`src/rtl/rxd_pkg.sv`:
```
package rxd_pkg;
  // Sequencer states
  typedef enum logic [1:0] {
    SQ_IDLE  = 2'd0,  // waiting for a word or the end of the message
    SQ_ASK   = 2'd1,  // request raised, waiting for grant or timeout
    SQ_BURST = 2'd2,  // streaming the buffer after a burst grant
    SQ_DONE  = 2'd3   // message finished, waiting for the next start
  } sq_state_e;

  localparam logic [1:0] GBR_WIDTH = 2'd2;
endpackage

```
`src/rtl/rxd_fifo.sv`:
```
module rxd_fifo #(
  parameter int W     = 16,
  parameter int DEPTH = 32   // power of two
) (
  input  logic         clk,
  input  logic         rst_n,
  input  logic         clr,
  input  logic         push,
  input  logic [W-1:0] din,
  input  logic         pop,
  output logic [W-1:0] dout,
  output logic         empty,
  output logic         full
);
  localparam int AW = $clog2(DEPTH);

  logic [W-1:0] mem [DEPTH];
  logic [AW:0]  wp, rp;

  assign empty = (wp == rp);
  assign full  = (wp[AW] != rp[AW]) && (wp[AW-1:0] == rp[AW-1:0]);
  assign dout  = mem[rp[AW-1:0]];

  always_ff @(posedge clk) begin
    if (push && !full && !clr) mem[wp[AW-1:0]] <= din;
  end

  always_ff @(posedge clk or negedge rst_n) begin
    if (!rst_n) begin
      wp <= '0;
      rp <= '0;
    end else if (clr) begin
      wp <= '0;
      rp <= '0;
    end else begin
      if (push && !full) wp <= wp + 1'b1;
      if (pop && !empty) rp <= rp + 1'b1;
    end
  end


  fifo_pop_chk: assert property (@(posedge clk) disable iff (!rst_n)
    (pop && !clr) |-> !empty);


  fifo_clr_chk: assert property (@(posedge clk) disable iff (!rst_n)
    clr |=> empty);
endmodule

```
`src/rtl/rxd_hs_timer.sv`:
```
module rxd_hs_timer #(
  parameter int LIMIT = 2500
) (
  input  logic clk,
  input  logic rst_n,
  input  logic run,
  input  logic tick,
  output logic expire
);
  localparam int CW = $clog2(LIMIT + 1);
  localparam logic [CW-1:0] LAST = CW'(LIMIT - 1);

  logic [CW-1:0] cnt;

  assign expire = run && tick && (cnt == LAST);

  always_ff @(posedge clk or negedge rst_n) begin
    if (!rst_n)       cnt <= '0;
    else if (!run)    cnt <= '0;
    else if (expire)  cnt <= '0;
    else if (tick)    cnt <= cnt + 1'b1;
  end


  tmr_bound_chk: assert property (@(posedge clk) disable iff (!rst_n)
    cnt <= LAST);


  tmr_restart_chk: assert property (@(posedge clk) disable iff (!rst_n)
    !run |=> cnt == '0);
endmodule

```
`src/rtl/rxd_seq.sv`:
```
module rxd_seq
  import rxd_pkg::*;
#(
  parameter int W  = 16,
  parameter int AW = 5
) (
  input  logic          clk,
  input  logic          rst_n,
  input  logic          burst_en,
  input  logic          msg_start,
  input  logic          msg_end,
  input  logic          msg_ok,
  input  logic          mode_code,
  input  logic          fifo_empty,
  input  logic [W-1:0]  fifo_dout,
  input  logic          expire,
  input  logic          dma_gnt,
  output logic          fifo_pop,
  output logic          fifo_flush,
  output logic          dma_req,
  output logic          wr_stb,
  output logic [AW-1:0] wr_addr,
  output logic [W-1:0]  wr_data,
  output logic          hs_fail_n,
  output logic          gbr_n
);
  sq_state_e     state;
  logic          burst_q, end_seen, ok_q, mc_q, fail_q;
  logic [AW-1:0] idx;
  logic [AW:0]   moved;
  logic [1:0]    gbr_cnt;

  logic ask, take, lapse, idle_drop, launch, finish, gbr_ok, streaming;

  assign ask       = (state == SQ_ASK);
  assign take      = ask && dma_gnt;
  assign lapse     = ask && !dma_gnt && expire;
  assign streaming = (state == SQ_BURST) && !fifo_empty;
  assign idle_drop = (state == SQ_IDLE) && burst_q && end_seen && !ok_q;
  assign launch    = (state == SQ_IDLE) && !fifo_empty && !idle_drop &&
                     (!burst_q || end_seen);
  assign finish    = (state == SQ_IDLE) && end_seen && fifo_empty && !idle_drop;
  assign gbr_ok    = ok_q && !mc_q && !fail_q && (moved != '0);

  assign fifo_pop   = take || (lapse && !burst_q) || streaming;
  assign fifo_flush = msg_start || (lapse && burst_q) || idle_drop;
  assign gbr_n      = (gbr_cnt == 2'd0);

  always_ff @(posedge clk or negedge rst_n) begin
    if (!rst_n) begin
      state     <= SQ_IDLE;
      burst_q   <= 1'b0;
      end_seen  <= 1'b0;
      ok_q      <= 1'b0;
      mc_q      <= 1'b0;
      fail_q    <= 1'b0;
      idx       <= '0;
      moved     <= '0;
      gbr_cnt   <= 2'd0;
      dma_req   <= 1'b0;
      wr_stb    <= 1'b0;
      wr_addr   <= '0;
      wr_data   <= '0;
      hs_fail_n <= 1'b1;
    end else begin
      wr_stb <= 1'b0;
      if (gbr_cnt != 2'd0) gbr_cnt <= gbr_cnt - 1'b1;
      if (msg_start) begin
        state     <= SQ_IDLE;
        burst_q   <= burst_en;
        end_seen  <= 1'b0;
        ok_q      <= 1'b0;
        mc_q      <= 1'b0;
        fail_q    <= 1'b0;
        idx       <= '0;
        moved     <= '0;
        gbr_cnt   <= 2'd0;
        dma_req   <= 1'b0;
        hs_fail_n <= 1'b1;
      end else begin
        if (msg_end) begin
          end_seen <= 1'b1;
          ok_q     <= msg_ok;
          mc_q     <= mode_code;
        end
        case (state)
          SQ_IDLE: begin
            if (idle_drop) begin
              state <= SQ_DONE;
            end else if (launch) begin
              dma_req <= 1'b1;
              state   <= SQ_ASK;
            end else if (finish) begin
              state <= SQ_DONE;
              if (gbr_ok) gbr_cnt <= GBR_WIDTH;
            end
          end
          SQ_ASK: begin
            if (take) begin
              dma_req <= 1'b0;
              wr_stb  <= 1'b1;
              wr_data <= fifo_dout;
              wr_addr <= idx;
              idx     <= idx + 1'b1;
              moved   <= moved + 1'b1;
              state   <= burst_q ? SQ_BURST : SQ_IDLE;
            end else if (lapse) begin
              dma_req   <= 1'b0;
              fail_q    <= 1'b1;
              hs_fail_n <= 1'b0;
              if (!burst_q) idx <= idx + 1'b1;
              state <= SQ_IDLE;
            end
          end
          SQ_BURST: begin
            if (streaming) begin
              wr_stb  <= 1'b1;
              wr_data <= fifo_dout;
              wr_addr <= idx;
              idx     <= idx + 1'b1;
              moved   <= moved + 1'b1;
            end else begin
              state <= SQ_IDLE;
            end
          end
          default: ;
        endcase
      end
    end
  end


  req_release_chk: assert property (@(posedge clk) disable iff (!rst_n)
    (dma_req && dma_gnt) |=> !dma_req);


  word_wr_grant_chk: assert property (@(posedge clk) disable iff (!rst_n)
    (wr_stb && !burst_q) |-> $past(dma_gnt));


  burst_req_gate_chk: assert property (@(posedge clk) disable iff (!rst_n)
    (dma_req && burst_q) |-> (end_seen && ok_q));


  gbr_hold_chk: assert property (@(posedge clk) disable iff (!rst_n)
    ($fell(gbr_n) && !msg_start) |=> !gbr_n);


  gbr_end_chk: assert property (@(posedge clk) disable iff (!rst_n)
    (!gbr_n && $past(!gbr_n)) |=> gbr_n);


  gbr_qual_chk: assert property (@(posedge clk) disable iff (!rst_n)
    $fell(gbr_n) |-> (ok_q && !mc_q && !fail_q));


  hsf_cause_chk: assert property (@(posedge clk) disable iff (!rst_n)
    $fell(hs_fail_n) |-> ($past(dma_req) && !$past(dma_gnt)));
endmodule

```
`src/rtl/rx_word_dma.sv`:
```
module rx_word_dma #(
  parameter int DATA_W    = 16,
  parameter int MAX_WORDS = 32,
  parameter int HS_LIMIT  = 2500
) (
  input  logic                          clk,
  input  logic                          rst_n,
  input  logic                          burst_en,
  input  logic                          msg_start,
  input  logic                          word_valid,
  input  logic [DATA_W-1:0]             word_data,
  input  logic                          msg_end,
  input  logic                          msg_ok,
  input  logic                          mode_code,
  input  logic                          tick,
  input  logic                          dma_gnt,
  output logic                          dma_req,
  output logic                          wr_stb,
  output logic [$clog2(MAX_WORDS)-1:0]  wr_addr,
  output logic [DATA_W-1:0]             wr_data,
  output logic                          hs_fail_n,
  output logic                          gbr_n
);
  localparam int ADDR_W = $clog2(MAX_WORDS);

  logic              f_pop, f_flush, f_empty, f_full, t_expire;
  logic [DATA_W-1:0] f_dout;

  rxd_fifo #(.W(DATA_W), .DEPTH(MAX_WORDS)) u_buf (
    .clk   (clk),
    .rst_n (rst_n),
    .clr   (f_flush),
    .push  (word_valid && !f_full),
    .din   (word_data),
    .pop   (f_pop),
    .dout  (f_dout),
    .empty (f_empty),
    .full  (f_full)
  );

  rxd_hs_timer #(.LIMIT(HS_LIMIT)) u_tmr (
    .clk    (clk),
    .rst_n  (rst_n),
    .run    (dma_req),
    .tick   (tick),
    .expire (t_expire)
  );

  rxd_seq #(.W(DATA_W), .AW(ADDR_W)) u_seq (
    .clk        (clk),
    .rst_n      (rst_n),
    .burst_en   (burst_en),
    .msg_start  (msg_start),
    .msg_end    (msg_end),
    .msg_ok     (msg_ok),
    .mode_code  (mode_code),
    .fifo_empty (f_empty),
    .fifo_dout  (f_dout),
    .expire     (t_expire),
    .dma_gnt    (dma_gnt),
    .fifo_pop   (f_pop),
    .fifo_flush (f_flush),
    .dma_req    (dma_req),
    .wr_stb     (wr_stb),
    .wr_addr    (wr_addr),
    .wr_data    (wr_data),
    .hs_fail_n  (hs_fail_n),
    .gbr_n      (gbr_n)
  );
endmodule

```
`config.mk`:
```
export PLATFORM = sky130hd
export DESIGN_NAME = rx_word_dma
export DESIGN_NICKNAME = d
export VERILOG_FILES = /design/src/rtl/rxd_pkg.sv /design/src/rtl/rxd_fifo.sv /design/src/rtl/rxd_hs_timer.sv /design/src/rtl/rxd_seq.sv /design/src/rtl/rx_word_dma.sv
export SDC_FILE = /design/constraint.sdc
export NUM_CORES = 1
export LEC_CHECK = 0
export ABC_AREA = 1
export BUFFER_PORTS_ARGS = -buffer_cell sky130_fd_sc_hd__buf_2
export CAP_MARGIN = 20
export CELL_PAD_IN_SITES_DETAIL_PLACEMENT = 0
export CELL_PAD_IN_SITES_GLOBAL_PLACEMENT = 1
export CORE_MARGIN = 4
export CORE_UTILIZATION = 50
export CTS_BUF_LIST = sky130_fd_sc_hd__clkbuf_8 sky130_fd_sc_hd__clkbuf_16
export DETAILED_ROUTE_END_ITERATION = 8
export PLACE_DENSITY_LB_ADDON = 0.1
export SLEW_MARGIN = 20
export SYNTH_ARGS = -nofsm -noshare
export SYNTH_HDL_FRONTEND = slang
export SYNTH_SLANG_ARGS = --single-unit
```
`constraint.sdc`:
```
create_clock -name clk -period 3.15 [get_ports clk]
set_input_delay 0.315 -clock clk [delete_from_list [all_inputs] [get_ports clk]]
set_output_delay 0.315 -clock clk [all_outputs]
set_load 0.02 [all_outputs]
```
Word level (Yosys, flattened, before mapping):

Memory sizes are Yosys's and may differ from the RTL's.
Cells that the tools add are included.

* register bits: 68
* bits in writable memories: 512
* input bits: 26
* output and inout port bits: 25
* word-level logic and storage cells: 165
* memories kept: 1

* add/subtract/negate cells: 6
* equal/unequal tests: 18
* multiplexer cells: 64
* bitwise logic cells: 1
* reduce and logical (&&, ||, !) cells: 58

Memory list
* u_buf.mem: depth 32, bits a word 16, rd ports 1, clocked after memory_dff 0, wr ports 1, line rxd_fifo.sv:17 `logic [W-1:0] mem [DEPTH];`

Operator list (count)
* two-way mux 6 bit: 7
* two-way mux 12 bit: 3
* two-way mux 5 bit: 7
* two-way mux 16 bit: 2
* case mux 16 bit (2 select lines): 1
* two-way mux 2 bit: 15
* logical AND 1 bit: 25
* two-way mux 1 bit: 23
* case mux 5 bit (2 select lines): 2
* adder 6 x 1 -> 6 bit, second input constant: 3
* AND reduction 4 bit: 4
* nonzero test 2 bit: 7
* adder 12 x 1 -> 12 bit, second input constant: 1
* == test 12 bit, second input constant: 1
* case mux 6 bit (2 select lines): 1
* logical NOT 1 bit: 9
* inequality test 3 x 2 -> 1 bit, second input constant: 3
* inequality test 3 bit, second input constant: 3
* inequality test 4 bit, second input constant: 2
* == test 6 bit: 1
* case mux 2 bit (3 select lines): 1
* AND reduction 3 bit: 2
* nonzero test 3 bit: 2
* nonzero test 6 bit: 1
* 14 further kinds: 21

Longest topological paths before layout:

* word-level depth: 11
* mapped depth: 15
* gate-level depth less buffers: 12

By module:

Synthesis repeated with hierarchy kept, for this count alone.

* cells, all modules: 2314
* area total of the unflattened synthesis: 24893.9 sq um

By module, submodules not included
* rxd_fifo: instances 1, cells an instance 1926, area each 21863.5 sq um, sequential area each 15675.0 sq um
* rxd_seq: instances 1, cells an instance 277, area each 2200.9 sq um, sequential area each 1102.3 sq um
* rxd_hs_timer: instances 1, cells an instance 109, area each 819.5 sq um, sequential area each 300.3 sq um
* rx_word_dma: instances 1, cells an instance 2, area each 10.0 sq um, sequential area each 0.0 sq um

Worst setup path before layout:

No wires, ideal clock.

* path type: register to register
* from: register u_seq.state[0]
* to: memory u_buf.mem[0][0] (enable)
* setup time: 0.388 ns
* data arrival time: 2.325 ns
* required time: 2.762 ns
* setup slack: 0.436 ns
* cell stages (with the launch flop): 10
* buffers on the path: 0
* cell sequence: dfrtp_1 inv_1 ha_1 nand2_1 nor3_1 or2_2 o21bai_1 nor2_2 nand2_1 nor2_1

* cells in the longest elaborated chain, start to end: 10
* elaborated cells on any way between the ends: 14
* those cells by class: eq/ne: 1; mux: 2; reduce/logical: 11

RTL lines
* from (decl): line rxd_seq.sv:27 `sq_state_e state;`
* from (signal assigned): line rxd_seq.sv:106 `state <= burst_q ? SQ_BURST : SQ_IDLE;`
* == test 2 x 1 -> 1 bit: line rxd_seq.sv:35 `assign ask = (state == SQ_ASK);`
* logical AND 1 bit (2 in a row): line rxd_seq.sv:37 `assign lapse = ask && !dma_gnt && expire;`
* logical AND 1 bit: line rxd_seq.sv:46 `assign fifo_flush = msg_start || (lapse && burst_q) || idle_drop;`
* logical OR 1 bit: line rxd_seq.sv:46
* logical OR 1 bit (*): line rxd_seq.sv:46
* logical NOT 1 bit (*): line rxd_fifo.sv:25 `if (push && !full && !clr) mem[wp[AW-1:0]] <= din;`
* logical AND 1 bit (*): line rxd_fifo.sv:25
* two-way mux 1 bit (*): line rxd_fifo.sv:25
* two-way mux 1 bit (implied by the code) (*): line rxd_fifo.sv:25
* to (decl): line rxd_fifo.sv:17

Every way passes the cells marked *; elsewhere a longest branch is shown, timed or not.

Final worst setup path:

* from: register u_seq.state[0]
* to: memory u_buf.mem[27][10] (enable)

The elaborated chain is that of the path after synthesis.

==> flow_metrics.tcl <==
set metrics [dict create \
    outcome "completed" \
    cap_violations 0 \
    n_fill_cell 4090 \
    clock.fmax_mhz 356 \
    ys.flop_type "edfxtp_1" \
    port_buffers 50 \
    core_um2 47900 \
    ios 51 \
    critical_path_class "flop to flop" \
    antenna_cells 0 \
    final_nets 2354 \
    ys_async_sr_fraction 0.117 \
    drt_iter0_drc 1785 \
    p_int_mw 12.9 \
    wl_um 65700 \
    yosysTopAreaCellShare 0.631 \
    routed_via_density 5.53 \
    die_area_um2 52400 \
    insertion_delay_ns 0.63 \
    synth_warnings 0 \
    root_buffer "clkbuf_16" \
    cts_made_buffers 60 \
    grt_most_used_layer "met2" \
    p_clk_frac 0.383 \
    synth_cells 2245 \
    yosys.area.top_type "edfxtp_1" \
    path_clk_slew_ns 0.06 \
    setup_tns_ns 0 \
    drv_slew 0 \
    ys_seq_elements 580 \
    crit_family "simple AND/OR/NAND/NOR gates" \
    cts_tree "yes" \
    start_util 0.508 \
    met3_usage 0.0343 \
    synth.top_cells.by_count "nand2_1, edfxtp_1, nor2_1, nand3_1, o21ai_0" \
    area_growth_pct 12.4 \
    hold_class "input pin to flop" \
    swShare 0.264 \
    dieWidth_um 229 \
    cts_sinks 580 \
    crit_path_top_delay_cell "dfrtp_1" \
    cp_max_fo 7 \
    dr.pass1.iters 5 \
    syn_area_per_cell_um2 10.9 \
    max_stage_delay_ns 0.38 \
    p_leak_nw 10.4 \
    place_hpwl_um 39600 \
    worst_setup_path_end_kind "flop" \
    die_y_um 229 \
    cp_data_required_time_ns 3.50 \
    whs_ns 0.0950 \
    grt_pass1_wl_um 99200 \
    grt_pass1_vias 15920 \
    rows 80 \
    pwr-share-seq 0.498 \
    htreeDepth 2 \
    finalCritPeriodShare 0.891 \
    switching_power_mw 4.61 \
    final_layout_size_suffix_gt1_frac 0.0931 \
    synth_edf_count 512 \
    yosysMostFrequentCell "nand2_1" \
    hold_violations 0 \
    antenna_left 0 \
    via_count 16462 \
    synth_nets 2283 \
    arrival_ns 3.15 \
    vdd_ir_drop_max_v 0.000540 \
    synth_area_leaders "edfxtp_1, nand2_1, dfrtp_1" \
    post-route-min-period_ns 2.81 \
    netlist_area_um2 24400 \
    cp_num_buf_inv 3 \
    cts_max_path_buffers 3 \
    final.setup_skew_ns 0.0258 \
    worstMarginPinSlew_ns 1.01 \
    gp_congestion 0.877 \
    routedWlPerCell_um 22.0 \
    use_met1 0.368 \
    cp-start-kind "flop" \
    grt_max_degree 115 \
    synth.distinct_cells 37 \
    drc 0 \
    powerDensity_nw_per_um2 638 \
    comb_power_share 0.118 \
    rsz0062_at_grt "false" \
    slew_headroom 0.325 \
    track_usage 0.250 \
    overflow 0 \
    ys_seq_area_frac 0.701 \
    grt.met2_usage 0.390 \
    antenna_found_initial 0 \
    setup_viol 0 \
    path_cells "inv_1 > ha_1 > nand2_1 > nor3_1 > or2_2 > o21bai_1 > nor2_2 > nand2_1 > buf_4 > nor2_1 > buf_4" \
]
-- registers in the layout, summed over array words and instances, names as in the netlist, 2 cells and up --
signal         count
u_tmr.cnt         12
u_seq.state        2
u_buf.rp           6
u_seq.gbr_cnt      2
u_seq.wr_data     16
u_buf.wp           6
u_seq.idx          5
u_buf.mem        512
u_seq.wr_addr      5
u_seq.moved        6
-- metrics by stage --
step,area (um2),util,setup WS [ns],total power [mW],instances
floorplan,24400,-,0.436,10.1,2245
global placement,25400,0.530,0.440,10.9,2860
detailed placement,25400,0.530,0.370,10.9,2860
CTS,27400,0.571,0.354,17.6,2979
global route,27400,0.571,0.141,18.2,2979
finish,27400,0.571,0.342,17.5,2979
-- worst paths after layout --
kind	startpoint	endpoint	slack (ns)	cells after the start
min reg2reg	u_seq.hs_fail_n	u_seq.hs_fail_n	0.47	2
min	dma_gnt	u_seq.wr_stb	0.09	3
min in group asynchronous	rst_n	u_tmr.cnt[7]	0.38	2
max reg2reg	u_seq.state[0]	u_buf.mem[27][10]	0.34	11
max in group asynchronous	rst_n	u_buf.rp[0]	2.09	2
max	u_seq.state[0]	u_buf.mem[27][10]	0.34	11
-- layout by cell type, fill, tap and decap left out, drive strengths merged, types with 17 or more instances in the layout --
cell type | Yosys | final
nor2 | 282 | 282
inv | 104 | 112
a21oi | 81 | 81
clkbuf | 23 | 62
clkinv | 0 | 34
nand2 | 683 | 683
nand3 | 195 | 195
o21ai | 117 | 117
o211ai | 28 | 28
dfrtp | 67 | 67
edfxtp | 512 | 512
nand4 | 17 | 17
buf | 91 | 114
-- worst register-to-register path, cell delays in order (launching register included) --
cell	delay, ns
dfrtp_1	0.38
inv_1	0.07
ha_1	0.26
nand2_1	0.14
nor3_1	0.07
or2_2	0.28
o21bai_1	0.19
nor2_2	0.26
nand2_1	0.16
buf_4	0.20
nor2_1	0.29
buf_4	0.23
-- cell families after synthesis --
logic type | after synthesis | share of synthesized area
simple gates | 1186 | 0.197
flops | 580 | 0.701
buf+inv | 218 | 0.0392
xor+xnor | 15 | 0.00539
compound gates | 234 | 0.0519
fa+ha+maj | 12 | 0.00616
-- cell type report --
class	count	area [um2]	area share
clock buffer	62	1540	0.0562
clock inverter	48	337	0.0123
inverter	104	397	0.0145
multi-input combinational	1447	6350	0.232
sequential	580	17100	0.624
tap	615	769	0.0281
timing repair buffer	123	923	0.0337
-- what timing repair did --
action                                 4_1_cts  5_1_grt
buffers inserted                             0        0
endpoints found under the hold margin       72        0
hold buffers                                 9        0
resized for setup                            0        0
-- layer usage --
metal  routed length, um  part of all wire
met1               28800              0.44
met2               30100              0.46
met3                4820             0.073
met5                   0                 0
met4                1960             0.030
-- power by group through the flow --
| stage | combinational (mW) | sequential (mW) | clock (mW) |
|---|---|---|---|
| 6_report | 2.07 | 8.70 | 6.70 |
| 5_1_grt | 2.28 | 8.72 | 7.17 |
| 4_1_cts | 2.08 | 8.70 | 6.83 |
| 3_5_place_dp | 2.06 | 8.85 | 0 |
| 3_3_place_gp | 2.05 | 8.85 | 0 |
| 2_1_floorplan | 1.18 | 8.94 | 0 |
Note: power is estimated with default switching activity, not from simulation.
